--- src/rtl/mbx_pkg.sv ---
package mbx_pkg;
  typedef enum logic [1:0] {
    PORT_DATA = 2'd0,
    PORT_CTRL = 2'd1,
    PORT_CLR  = 2'd2,
    PORT_RST  = 2'd3
  } port_e;

  typedef struct packed {
    logic push;
    logic pop;
    logic stat_rd;
    logic zero_rd;
    logic irq_set;
    logic irq_clr;
    logic rst_tx;
    logic rst_rx;
  } side_cmd_t;

  localparam int ST_RX_NE  = 0;
  localparam int ST_RX_FUL = 1;
  localparam int ST_TX_EMP = 2;
  localparam int ST_TX_FUL = 3;
  localparam int ST_IRQ    = 4;
  localparam int ST_OVF    = 5;
  localparam int ST_BITS   = 6;
endpackage

--- src/rtl/mbx_port_decode.sv ---
module mbx_port_decode
  import mbx_pkg::*;
(
  input  logic [1:0] addr_i,
  input  logic       cs_i,
  input  logic       rd_i,
  input  logic       wr_i,
  output side_cmd_t  cmd_o
);
  logic rd, wr;
  port_e port;

  assign rd   = cs_i & rd_i;
  assign wr   = cs_i & wr_i;
  assign port = port_e'(addr_i);

  always_comb begin
    cmd_o = '0;
    unique case (port)
      PORT_DATA: begin
        cmd_o.pop  = rd;
        cmd_o.push = wr;
      end
      PORT_CTRL: begin
        cmd_o.stat_rd = rd;
        cmd_o.irq_set = wr;
      end
      PORT_CLR: begin
        cmd_o.irq_clr = rd;
        cmd_o.zero_rd = rd;
        cmd_o.rst_tx  = wr;
      end
      PORT_RST: begin
        cmd_o.rst_rx  = rd | wr;
        cmd_o.rst_tx  = wr;
        cmd_o.zero_rd = rd;
      end
      default: cmd_o = '0;
    endcase
  end
endmodule

--- src/rtl/mbx_fifo.sv ---
module mbx_fifo #(
  parameter int DATA_W = 8,
  parameter int DEPTH  = 16
) (
  input  logic              clk_i,
  input  logic              rst_ni,
  input  logic              push_i,
  input  logic [DATA_W-1:0] wdata_i,
  input  logic              pop_i,
  input  logic              clr_i,
  output logic [DATA_W-1:0] head_o,
  output logic              empty_o,
  output logic              full_o,
  output logic              ovf_o
);
  localparam int AW = (DEPTH > 1) ? $clog2(DEPTH) : 1;
  localparam int CW = $clog2(DEPTH + 1);
  localparam logic [CW-1:0] CNT_MAX = CW'(DEPTH);

  logic [DATA_W-1:0] mem [DEPTH];
  logic [AW-1:0]     wr_ptr, rd_ptr;
  logic [CW-1:0]     count;
  logic              do_push, do_pop;

  assign empty_o = (count == '0);
  assign full_o  = (count == CNT_MAX);
  assign head_o  = empty_o ? '0 : mem[rd_ptr];
  assign do_push = push_i & ~full_o & ~clr_i;
  assign do_pop  = pop_i & ~empty_o & ~clr_i;

  always_ff @(posedge clk_i) begin
    if (do_push) mem[wr_ptr] <= wdata_i;
  end

  always_ff @(posedge clk_i or negedge rst_ni) begin
    if (!rst_ni) begin
      wr_ptr <= '0;
      rd_ptr <= '0;
      count  <= '0;
      ovf_o  <= 1'b0;
    end else if (clr_i) begin
      wr_ptr <= '0;
      rd_ptr <= '0;
      count  <= '0;
      ovf_o  <= 1'b0;
    end else begin
      if (do_push) wr_ptr <= (wr_ptr == AW'(DEPTH - 1)) ? '0 : wr_ptr + 1'b1;
      if (do_pop)  rd_ptr <= (rd_ptr == AW'(DEPTH - 1)) ? '0 : rd_ptr + 1'b1;
      case ({do_push, do_pop})
        2'b10:   count <= count + 1'b1;
        2'b01:   count <= count - 1'b1;
        default: count <= count;
      endcase
      if (push_i && full_o) ovf_o <= 1'b1;
    end
  end

  a_r1_count_bound: assert property (@(posedge clk_i) disable iff (!rst_ni)
    count <= CNT_MAX);
  a_r4_ovf_sticky: assert property (@(posedge clk_i) disable iff (!rst_ni)
    (push_i && full_o && !clr_i) |=> ovf_o);
  a_r4_full_drop: assert property (@(posedge clk_i) disable iff (!rst_ni)
    (push_i && full_o && !pop_i && !clr_i) |=> full_o);
  a_r5_empty_pop: assert property (@(posedge clk_i) disable iff (!rst_ni)
    (pop_i && empty_o && !push_i && !clr_i) |=> (empty_o && $stable(rd_ptr)));
  a_r7_clr_wins: assert property (@(posedge clk_i) disable iff (!rst_ni)
    clr_i |=> (empty_o && !ovf_o));
endmodule

--- src/rtl/mbx_irq_flag.sv ---
module mbx_irq_flag (
  input  logic clk_i,
  input  logic rst_ni,
  input  logic set_i,
  input  logic clr_i,
  output logic flag_o
);
  always_ff @(posedge clk_i or negedge rst_ni) begin
    if (!rst_ni)    flag_o <= 1'b0;
    else if (set_i) flag_o <= 1'b1;
    else if (clr_i) flag_o <= 1'b0;
  end

  a_r9_set_wins: assert property (@(posedge clk_i) disable iff (!rst_ni)
    set_i |=> flag_o);
  a_r8_clear: assert property (@(posedge clk_i) disable iff (!rst_ni)
    (clr_i && !set_i) |=> !flag_o);
  a_r8_hold: assert property (@(posedge clk_i) disable iff (!rst_ni)
    (!clr_i && !set_i) |=> $stable(flag_o));
endmodule

--- src/rtl/mbx_pipe.sv ---
module mbx_pipe
  import mbx_pkg::*;
#(
  parameter int DATA_W = 8,
  parameter int DEPTH  = 16
) (
  input  logic              clk_i,
  input  logic              rst_ni,
  input  logic [1:0]        a_addr_i,
  input  logic              a_cs_i,
  input  logic              a_rd_i,
  input  logic              a_wr_i,
  input  logic [DATA_W-1:0] a_wdata_i,
  output logic [DATA_W-1:0] a_rdata_o,
  output logic              a_irq_o,
  input  logic [1:0]        b_addr_i,
  input  logic              b_cs_i,
  input  logic              b_rd_i,
  input  logic              b_wr_i,
  input  logic [DATA_W-1:0] b_wdata_i,
  output logic [DATA_W-1:0] b_rdata_o,
  output logic              b_irq_o
);
  localparam int NSIDE = 2;

  logic [1:0]        s_addr  [NSIDE];
  logic              s_cs    [NSIDE];
  logic              s_rd    [NSIDE];
  logic              s_wr    [NSIDE];
  logic [DATA_W-1:0] s_wdata [NSIDE];
  logic [DATA_W-1:0] s_rdata [NSIDE];
  logic              s_irq   [NSIDE];
  side_cmd_t         cmd     [NSIDE];
  logic [DATA_W-1:0] tx_head [NSIDE];
  logic              tx_emp  [NSIDE];
  logic              tx_ful  [NSIDE];
  logic              tx_ovf  [NSIDE];

  assign s_addr[0] = a_addr_i;   assign s_addr[1] = b_addr_i;
  assign s_cs[0]   = a_cs_i;     assign s_cs[1]   = b_cs_i;
  assign s_rd[0]   = a_rd_i;     assign s_rd[1]   = b_rd_i;
  assign s_wr[0]   = a_wr_i;     assign s_wr[1]   = b_wr_i;
  assign s_wdata[0] = a_wdata_i; assign s_wdata[1] = b_wdata_i;
  assign a_rdata_o = s_rdata[0]; assign b_rdata_o = s_rdata[1];
  assign a_irq_o   = s_irq[0];   assign b_irq_o   = s_irq[1];

  for (genvar s = 0; s < NSIDE; s++) begin : g_side
    localparam int O = NSIDE - 1 - s;
    logic [ST_BITS-1:0] stat;

    mbx_port_decode u_dec (
      .addr_i (s_addr[s]),
      .cs_i   (s_cs[s]),
      .rd_i   (s_rd[s]),
      .wr_i   (s_wr[s]),
      .cmd_o  (cmd[s])
    );

    // FIFO s carries bytes from side s to side O
    mbx_fifo #(.DATA_W(DATA_W), .DEPTH(DEPTH)) u_tx (
      .clk_i   (clk_i),
      .rst_ni  (rst_ni),
      .push_i  (cmd[s].push),
      .wdata_i (s_wdata[s]),
      .pop_i   (cmd[O].pop),
      .clr_i   (cmd[s].rst_tx | cmd[O].rst_rx),
      .head_o  (tx_head[s]),
      .empty_o (tx_emp[s]),
      .full_o  (tx_ful[s]),
      .ovf_o   (tx_ovf[s])
    );

    mbx_irq_flag u_irq (
      .clk_i  (clk_i),
      .rst_ni (rst_ni),
      .set_i  (cmd[O].irq_set),
      .clr_i  (cmd[s].irq_clr),
      .flag_o (s_irq[s])
    );

    always_comb begin
      stat = '0;
      stat[ST_RX_NE]  = ~tx_emp[O];
      stat[ST_RX_FUL] = tx_ful[O];
      stat[ST_TX_EMP] = tx_emp[s];
      stat[ST_TX_FUL] = tx_ful[s];
      stat[ST_IRQ]    = s_irq[s];
      stat[ST_OVF]    = tx_ovf[s];
    end

    always_ff @(posedge clk_i or negedge rst_ni) begin
      if (!rst_ni)              s_rdata[s] <= '0;
      else if (cmd[s].pop)      s_rdata[s] <= tx_head[O];
      else if (cmd[s].stat_rd)  s_rdata[s] <= {{(DATA_W-ST_BITS){1'b0}}, stat};
      else if (cmd[s].zero_rd)  s_rdata[s] <= '0;
    end

    a_r10_nocs_hold: assert property (@(posedge clk_i) disable iff (!rst_ni)
      !s_cs[s] |=> $stable(s_rdata[s]));
    a_r2_rd_exclusive: assert property (@(posedge clk_i) disable iff (!rst_ni)
      $onehot0({cmd[s].pop, cmd[s].stat_rd, cmd[s].zero_rd}));
  end
endmodule

--- config.mk ---
export PLATFORM = sky130hd
export DESIGN_NAME = mbx_pipe
export DESIGN_NICKNAME = d
export VERILOG_FILES = /design/src/rtl/mbx_pkg.sv /design/src/rtl/mbx_port_decode.sv /design/src/rtl/mbx_fifo.sv /design/src/rtl/mbx_irq_flag.sv /design/src/rtl/mbx_pipe.sv
export SDC_FILE = /design/constraint.sdc
export NUM_CORES = 1
export LEC_CHECK = 0
export BUFFER_PORTS_ARGS = -buffer_cell sky130_fd_sc_hd__buf_2
export CORE_MARGIN = 5
export CORE_UTILIZATION = 45
export DETAILED_ROUTE_END_ITERATION = 6
export SLEW_MARGIN = 20
export SYNTH_ARGS = -nofsm -noshare
export SYNTH_HDL_FRONTEND = slang
export SYNTH_HIERARCHICAL = 1
export SYNTH_SLANG_ARGS = --single-unit
--- constraint.sdc ---
create_clock -name clk_i -period 2.75 [get_ports clk_i]
set_clock_uncertainty 0.2 [all_clocks]
set_input_delay 0.275 -clock clk_i [delete_from_list [all_inputs] [get_ports clk_i]]
set_output_delay 0.275 -clock clk_i [all_outputs]
set_load 0.01 [all_outputs]
Word level (Yosys, flattened, before mapping) --
Memories as Yosys holds them, arrays and structs flattened. Index checks and enable logic that the tools add are counted.
Cells by class: $add $sub $neg 8, eq/ne operators 16, reductions and logical operators 20, multiplexer cells 50, bitwise gates (word level) 22
Operators by type and width (count):
- 8-bit two-way mux | 8
- 4-bit two-way mux | 12
- 1-bit two-way mux | 24
- 5-bit case mux with 2 select lines | 2
- 4-bit by 1-bit adder with 4-bit output, second input constant | 4
- 4-bit == test, second input constant | 4
- 2-bit nonzero test | 8
- 1-bit bitwise AND | 12
- 2-bit == test, second input constant | 6
- 3-bit nonzero test | 4
- 5-bit by 1-bit adder with 5-bit output, second input constant | 2
- 5-bit == test, second input constant | 2
- 5-bit logical NOT | 2
- 5-bit two-way mux | 2
- 5-bit by 1-bit subtractor with 5-bit output, second input constant | 2
- 2-bit by 1-bit == test with 1-bit output, second input constant | 4
- 1-bit NOT | 6
- 2-bit logical NOT | 2
- 2-bit two-way mux | 2
- 1-bit bitwise OR | 4
- 2-bit OR reduction | 2
- 1-bit logical AND | 2
Word-level totals: bits of input ports 28, output and inout port bits 18, bits in writable memories 256, memories 2, register bits 46
Memories:
- g_side[0].u_tx.mem | words 16, bits a word 8, read ports 1, clocked after Yosys merged registers in 0, wr ports 1, RTL line mbx_fifo.sv:20 | logic [DATA_W-1:0] mem [DEPTH];
- g_side[1].u_tx.mem | words 16, bits a word 8, read ports 1, clocked after Yosys merged registers in 0, wr ports 1, RTL line mbx_fifo.sv:20

Depth between registers and ports, before layout --
Gate-level depths: netlist of run 1.
depth after elaboration 9, depth in mapped cells 12

Cells and area by module --
Netlist of run 1, hierarchy kept.
Modules (own cells, without submodules):
- mbx_fifo | area an instance 5890.6 um2, seq. area each 4194.0 um2, cells an instance 323, times used 2
- mbx_pipe | area an instance 818.3 um2, seq. area each 400.4 um2, cells an instance 82, times used 1
- mbx_port_decode | area an instance 83.8 um2, seq. area each 0.0 um2, cells an instance 8, times used 2
- mbx_irq_flag | area an instance 36.3 um2, seq. area each 25.0 um2, cells an instance 3, times used 2

Worst setup path after synthesis of run 1 --
No wires, ideal clock.
kind input to register, start point input b_wr_i, end point register g_side[0].u_tx.count[4], cell stages on the path 12, path buffers 1, arrival 2942 ps, slack -469 ps, cell sequence o2111a_1 or2_2 buf_2 or3b_1 mux2i_1 xor2_1 ha_1 or3_2 a21oi_1 mux2i_1 or3_1 a21oi_1
On the way: longest elaborated chain between the ends 9, elaborated cells on any way between the ends 12, those cells by class 2 x eq/ne; 3 x mux; 6 x bitwise; 1 x reduce/logical
RTL lines:
- from (decl) | RTL line mbx_pipe.sv:19 | input logic b_wr_i,
- 1-bit bitwise AND (*) | RTL line mbx_port_decode.sv:14 | assign wr = cs_i & wr_i;
- 1-bit bitwise OR (*) | RTL line mbx_port_decode.sv:34 | cmd_o.rst_rx = rd | wr;
- 1-bit two-way mux (*) | RTL line mbx_port_decode.sv:19 | unique case (port)
- 1-bit bitwise OR (*) | RTL line mbx_pipe.sv:66 | .clr_i (cmd[s].rst_tx | cmd[O].rst_rx),
- 1-bit NOT | RTL line mbx_fifo.sv:28, mbx_fifo.sv:29
- 1-bit bitwise AND, on equally long branches | RTL line mbx_fifo.sv:29, mbx_fifo.sv:28
- 2-bit by 1-bit == test with 1-bit output / 2-bit == test (equally long branches) | RTL line mbx_fifo.sv:49 | case ({do_push, do_pop})
- 5-bit case mux with 2 select lines | RTL line mbx_fifo.sv:49
- 5-bit two-way mux | RTL line mbx_fifo.sv:41 | end else if (clr_i) begin
- to (signal assigned) | RTL line mbx_fifo.sv:50 | 2'b10: count <= count + 1'b1;
- to (signal assigned) | RTL line mbx_fifo.sv:51 | 2'b01: count <= count - 1'b1;
- to (signal assigned) | RTL line mbx_fifo.sv:52 | default: count <= count;
- to (decl) | RTL line mbx_fifo.sv:22 | logic [CW-1:0] count;
Every way passes the cells marked *; elsewhere a longest branch is shown, timed or not. A chain may end at the register's enable or synchronous reset.

Final worst setup path of run 1 --
start point register g_side[0].u_tx.count[1], end point register g_side[0].u_tx.count[4]
On the way: longest elaborated chain between the ends 7, elaborated cells on any way between the ends 15, those cells by class 2 x add/sub; 3 x eq/ne; 2 x mux; 6 x bitwise; 2 x reduce/logical
RTL lines (RTL line):
- 5-bit == test / 5-bit logical NOT (equally long branches) | mbx_fifo.sv:26, mbx_fifo.sv:25
- 1-bit NOT, on equally long branches | mbx_fifo.sv:28, mbx_fifo.sv:29
- 1-bit bitwise AND, on equally long branches (2 in a row) | mbx_fifo.sv:28, mbx_fifo.sv:29
- 2-bit by 1-bit == test with 1-bit output / 2-bit == test (equally long branches) | mbx_fifo.sv:49
- 5-bit case mux with 2 select lines | mbx_fifo.sv:49
- 5-bit two-way mux | mbx_fifo.sv:41
Several ways; a longest one is shown, not always the timed one.

==> impl_metrics.env, run 1 <==
export IMPL_synth_edff_count=256
export IMPL_drt_iter0_drc=511
export IMPL_hold_class="primary input to flip-flop"
export IMPL_cts_tree="built"
export IMPL_clock_latency_ns=0.54
export IMPL_nets=909
export IMPL_synth_compound_area_share_pct=4.541
export IMPL_final_cells=1266
export IMPL_yosysWarningCount=6
export IMPL_placed_cell_area_um2=13920
export IMPL_via_per_inst=5.486
export IMPL_p_per_area_nw_per_um2=644.7
export IMPL_grt_pass1_vias=7363
export IMPL_min_period_ns=2.678
export IMPL_arrival_ns=2.94
export IMPL_fin_tns_setup_ns=0
export IMPL_whs_ns=0.05629
export IMPL_synth_top_family_by_area="multiplexers"
export IMPL_num_rows=61
export IMPL_dpl_hpwl_mm=17.34
export IMPL_core_um2=28010
export IMPL_cts_clk_slew_worst_paths_ns=0.06
export IMPL_die_area_um2=32010
export IMPL_synth_xor_area_share_pct=0.8186
export IMPL_syn_nets=792
export IMPL_routabilityCongestion=0.8503
export IMPL_ant_nets=0
export IMPL_worstSetupPathType="flip-flop to flip-flop"
export IMPL_switching_share_pct=20.84
export IMPL_pwr_share_clk_pct=41.4
export IMPL_dp_cells=1191
export IMPL_wl_per_cell_um=21.11
export IMPL_drt_total_wl_mm=26.72
export IMPL_synth_seq_cells=302
export IMPL_muxShareOfSynthArea_pct=14.66
export IMPL_power_leakage_nw=5.147
export IMPL_avgSynthCellArea_um2=17.12
export IMPL_synthArstFlopShare_pct=15.23
export IMPL_synth_fa_ha_area_share_pct=1.364
export IMPL_tightest_slew_ns=1.116
export IMPL_clock_path_buffers=3
export IMPL_grt_max_degree=38
export IMPL_syn_cell_area_um2=12840
export IMPL_pwr_share_seq_pct=51.9
export IMPL_slew_headroom_pct=25.59
export IMPL_die_height_um=178.9
export IMPL_grt_first_pass_wirelength_mm=41.70
export IMPL_start_util_pct=45.84
export IMPL_cp_max_fo=2
export IMPL_areaGrowthSynthToFinish_pct=17.81
export IMPL_yosys_area_share_simple_pct=7.620
export IMPL_yosysTopAreaCell="edfxtp_1"
export IMPL_final_common_cell="edfxtp_1"
export IMPL_clkSinkCount=302
export IMPL_endpoint_kind="flip-flop"
export IMPL_numPortBuffers=45
export IMPL_setup_viol=0
export IMPL_vias=6945
export IMPL_n_antenna_cell=0
export IMPL_yosysSeqAreaShare_pct=68.84
export IMPL_cp_required_ns=3.01
export IMPL_slew_violations=0
export IMPL_rsz0062_at_grt="true"
export IMPL_final_cell_mix="256 x edfxtp_1, 64 x mux4_2, 53 x buf_4, 45 x buf_2, 44 x dfrtp_1"
export IMPL_synth_area_leaders="edfxtp_1 60%, mux4_2 11%, dfrtp_1 9.0%"
export IMPL_drc=0
export IMPL_die_x_um=178.9
export IMPL_cts_root_buffer="clkbuf_16"
export IMPL_drive_gt1_share_pct=29.73
export IMPL_intPower_mw=7.720
export IMPL_finalCritPeriodShare_pct=97.37
export IMPL_cts_max_level=1
export IMPL_fmaxAchievable_mhz=373.4
export IMPL_cts_buffers=31
export IMPL_combPwrFrac_pct=6.6
export IMPL_antenna_found_initial=0
export IMPL_syn_inst=750
export IMPL_fin_area_um2=15130
export IMPL_fin_total_pwr_mw=9.752
export IMPL_ir_worst_vdd_uv=544.0
export IMPL_status="finished, final reports clean"
export IMPL_io_pins=46
export IMPL_cp_start_kind="flip-flop"
export IMPL_grtUsageTotal_pct=16.89
export IMPL_yosysTopAreaCellShare_pct=59.87
export IMPL_ys_flop_type="edfxtp_1"
export IMPL_drv_cap=0
export IMPL_dr_pass1_iters=5
export IMPL_finalHoldViolCount=0
export IMPL_grt_overflow_total=0
export IMPL_synth_cell_types=47
export IMPL_switchingPower_mw=2.032
-- power groups by stage --
stage | registers [mW] | logic, mW | clock network [mW]
global route | 5.07 | 0.701 | 4.35
floorplan | 5.17 | 0.355 | 0
finish | 5.07 | 0.645 | 4.04
global placement | 5.16 | 0.608 | 0
detailed placement | 5.16 | 0.625 | 0
CTS | 5.07 | 0.648 | 4.13
-- flip-flops by register name (all words and copies together), names as in the netlist --
signal               cells
a_rdata_o                8
b_rdata_o                8
g_side.u_irq/flag_o      2
g_side.u_tx/count       10
g_side.u_tx/mem        256
g_side.u_tx/ovf_o        2
g_side.u_tx/rd_ptr       8
g_side.u_tx/wr_ptr       8
-- per-layer routing --
layer / global-route usage (%) / routed length, µm / up-vias
met1: 21.59 / 11070 / 3590
li1: - / - / 3207
met2: 30.89 / 14280 / 114
met5: 0 / 0 / -
met3: 2.109 / 843 / 34
met4: 3.742 / 526 / 0
-- final cells by class --
type	count	area (µm²)
Clock buffer	33	783.3
Multi-Input combinational cell	392	3797
Clock inverter	21	196.4
Tap cell	378	473.0
Fill cell	2247	12880
Inverter	14	52.55
Sequential cell	302	8841
Timing Repair Buffer	126	983.4
-- kinds of logic (layout without fill, tap and decap cells) --
group / after synthesis / after routing
flops: 302 / 302
simple gates: 170 / 170
mux: 108 / 108
compound gates: 88 / 88
buf+inv: 56 / 194
fa+ha+maj: 14 / 14
xor+xnor: 12 / 12
-- path summary, 6_finish.rpt --
path	slack, ns	from	to	depth (start not counted)
hold / removal	0.06	a_rd_i	g_side[0].u_irq/flag_o$_DFFE_PN0P_	4
setup / recovery	0.07	g_side[0].u_tx/count[1]$_DFFE_PN0P_	g_side[0].u_tx/count[4]$_DFFE_PN0P_	10
min in group asynchronous	0.16	rst_ni	a_rdata_o[6]$_DFFE_PN0P_	2
max in group asynchronous	1.56	rst_ni	g_side[0].u_tx/wr_ptr[1]$_DFFE_PN0P_	3
setup reg to reg	0.07	g_side[0].u_tx/count[1]$_DFFE_PN0P_	g_side[0].u_tx/count[4]$_DFFE_PN0P_	10
hold reg to reg	0.32	a_rdata_o[7]$_DFFE_PN0P_	a_rdata_o[7]$_DFFE_PN0P_	2
-- worst max-delay path, cell delays in order, from the launching register on --
cell	delay (ns)
dfrtp_1	0.39
nor4_2	0.27
buf_4	0.18
mux2i_4	0.23
xor2_1	0.10
ha_2	0.18
or3_4	0.34
a21oi_2	0.12
mux2i_1	0.10
or3_1	0.35
a21oi_2	0.14
-- repair_timing --
| item | in CTS | in global routing |
|---|---|---|
| resized for setup | 0 | 7 |
| hold buffers | 20 | 0 |
| endpoints found under the setup margin | 0 | 65 |
| endpoints found under the hold margin | 289 | 0 |
| setup buffers | 0 | 1 |
-- Yosys cell counts (14+ instances only) --
cell	number
mux4_2	64
mux2i_1	44
clkbuf_1	14
ha_1	14
inv_1	14
a21oi_1	40
nor2_1	44
nand2_1	36
dfrtp_1	46
o22ai_1	16
edfxtp_1	256
-- metrics by stage --
step / setup WS (ns) / utilization (%)
after global placement: -0.1641 / 49.70
after global routing: -0.1149 / 54.00
after CTS: 0.07116 / 53.91
after floorplan: -0.1362 / -
final: 0.07221 / 54.00
after detailed placement: -0.2995 / 49.70
Note: power is estimated with default switching activity, not from simulation.
==> inputs of run 2 (changes only) <==
--- a/config.mk
+++ b/config.mk
@@ -9,6 +9,7 @@
 export CORE_MARGIN = 5
 export CORE_UTILIZATION = 45
 export DETAILED_ROUTE_END_ITERATION = 6
+export PLACE_DENSITY = 0.61
 export SLEW_MARGIN = 20
 export SYNTH_ARGS = -nofsm -noshare
 export SYNTH_HDL_FRONTEND = slang
==> impl_metrics.env, run 2 (synthesis gave the netlist of run 1 again) <==
export IMPL_status="finished, final reports clean"
export IMPL_reg_top3="g_side.u_tx/mem: 256 flops, g_side.u_tx/count: 10 flops"
export IMPL_final_cell_mix="256 x edfxtp_1, 64 x mux4_2, 55 x buf_4, 45 x buf_2, 43 x dfrtp_1"
export IMPL_final_common_cell="edfxtp_1"
export IMPL_routabilityCongestion=0.8477
export IMPL_fmaxAchievable_mhz=382.6
export IMPL_hold_class="primary input to async pin"
export IMPL_cts_tree="built"
export IMPL_rsz0062_at_grt="false"
export IMPL_reg2regPathDepth=10
export IMPL_r2r_end="g_side[0].u_tx/count[4]$_DFFE_PN0P_"
export IMPL_min_period_ns=2.614
export IMPL_antenna_found_initial=0
export IMPL_cp_start_kind="flip-flop"
export IMPL_place_ws_ns=-0.2626
export IMPL_setup_viol=0
export IMPL_top_register="g_side.u_tx/mem"
export IMPL_start_util_pct=45.84
export IMPL_arrival_ns=2.84
export IMPL_power_leakage_nw=5.136
export IMPL_fillers=2216
export IMPL_nets=908
export IMPL_clock_latency_ns=0.51
export IMPL_finalHoldViolCount=0
export IMPL_ir_worst_vdd_uv=490.5
export IMPL_largest_reg_flops=256
export IMPL_p_per_area_nw_per_um2=653.2
export IMPL_placed_cell_area_um2=13850
export IMPL_reg2reg_from="g_side[0].u_tx/count[3]$_DFFE_PN0P_"
export IMPL_clkSinkCount=302
export IMPL_cts_clk_slew_worst_paths_ns=0.06
export IMPL_drv_cap=0
export IMPL_grt_overflow_total=0
export IMPL_cp_max_fo=4
export IMPL_grtUsageTotal_pct=17.24
export IMPL_dr_pass1_iters=5
export IMPL_worstSetupPathType="flip-flop to flip-flop"
export IMPL_grt_max_degree=37
export IMPL_fin_tns_setup_ns=0
export IMPL_grt_first_pass_wirelength_mm=41.97
export IMPL_drc=0
export IMPL_die_x_um=178.9
export IMPL_finalCritPeriodShare_pct=95.05
export IMPL_dpl_hpwl_mm=17.61
export IMPL_numPortBuffers=45
export IMPL_core_um2=28010
export IMPL_cts_root_buffer="clkbuf_16"
export IMPL_cp_required_ns=2.98
export IMPL_via_per_inst=5.523
export IMPL_areaGrowthSynthToFinish_pct=17.63
export IMPL_vias=7009
export IMPL_fin_total_pwr_mw=9.866
export IMPL_endpoint_kind="flip-flop"
export IMPL_num_rows=61
export IMPL_io_pins=46
export IMPL_tightest_slew_ns=1.122
export IMPL_wl_per_cell_um=21.26
export IMPL_die_area_um2=32010
export IMPL_drt_iter0_drc=455
export IMPL_utilization_pct=53.92
export IMPL_die_height_um=178.9
export IMPL_drive_gt1_share_pct=29.41
export IMPL_slew_headroom_pct=25.20
export IMPL_grt_pass1_vias=7404
export IMPL_slew_violations=0
export IMPL_drt_total_wl_mm=26.98
export IMPL_timing_final_ws_setup_ns=0.1361
export IMPL_reg2reg_slack_ns=0.14
export IMPL_n_antenna_cell=0
export IMPL_fin_area_um2=15100
export IMPL_ant_nets=0
export IMPL_cts_buffers=34
export IMPL_cts_max_level=2
export IMPL_clock_path_buffers=3
[run 2: area by class of cell]
type | instances | area (µm²) | area share [%]
clock inverters | 15 | 125.1 | 0.8284
multi-input cells | 392 | 3795 | 25.13
repair buffers | 122 | 898.4 | 5.948
flip-flops and latches | 302 | 8842 | 58.55
clock buffers | 46 | 917.1 | 6.072
inverters | 14 | 52.55 | 0.3479
well taps | 378 | 473.0 | 3.131
[run 2: routing by layer]
metal	part of all wire [%]	GRT usage, %	up-vias
met5	0	0	-
met4	2.5	4.989	0
met2	52	30.15	159
met1	41	22.45	3608
met3	4.0	2.636	47
li1	-	-	3195
[run 2: report_power, final]
group | switching (mW) | internal, mW
Combinational | 0.351 | 0.284
Sequential | 0.0481 | 5.02
Clock | 1.71 | 2.45
Total | 2.11 | 7.76
[run 2: worst max-delay path by stage]
| stage | slack (ns) | endpoint | from |
|---|---|---|---|
| floorplan | -0.14 | g_side[0].u_tx/count[4]$_DFFE_PN0P_ | b_wr_i |
| global placement | -0.16 | g_side[1].u_tx/count[4]$_DFFE_PN0P_ | a_wr_i |
| detailed placement | -0.26 | g_side[0].u_tx/count[4]$_DFFE_PN0P_ | b_wr_i |
| CTS | 0.11 | g_side[0].u_tx/mem[9][3]$_DFFE_PP_ | g_side[0].u_tx/count[1]$_DFFE_PN0P_ |
| global route | 0.01 | g_side[1].u_tx/count[4]$_DFFE_PN0P_ | g_side[1].u_tx/count[3]$_DFFE_PN0P_ |
| finish | 0.14 | g_side[0].u_tx/count[4]$_DFFE_PN0P_ | g_side[0].u_tx/count[3]$_DFFE_PN0P_ |
[run 2: worst max-delay path, stage by stage (launching register included)]
cell and delay [ns]:
dfrtp_1 0.43, nor4_2 0.23, buf_4 0.18, mux2i_4 0.24
xor2_1 0.10, ha_2 0.19, or3_4 0.33, a21oi_2 0.13
mux2i_1 0.09, or3_1 0.31, a21oi_1 0.12
[run 2: metrics by stage]
stage	hold slack, ns	std cells
3_3_place_gp	0.01926	1188
4_1_cts	0.01310	1267
2_1_floorplan	-0.2206	750
6_report	0.02893	1269
5_1_grt	0.02223	1269
3_5_place_dp	0.01029	1188
[run 2: repair_timing]
action,4_1_cts,5_1_grt
setup buffers,0,2
hold endpoints to repair,303,0
resized for setup,0,5
setup endpoints to repair,0,21
hold buffers,18,0
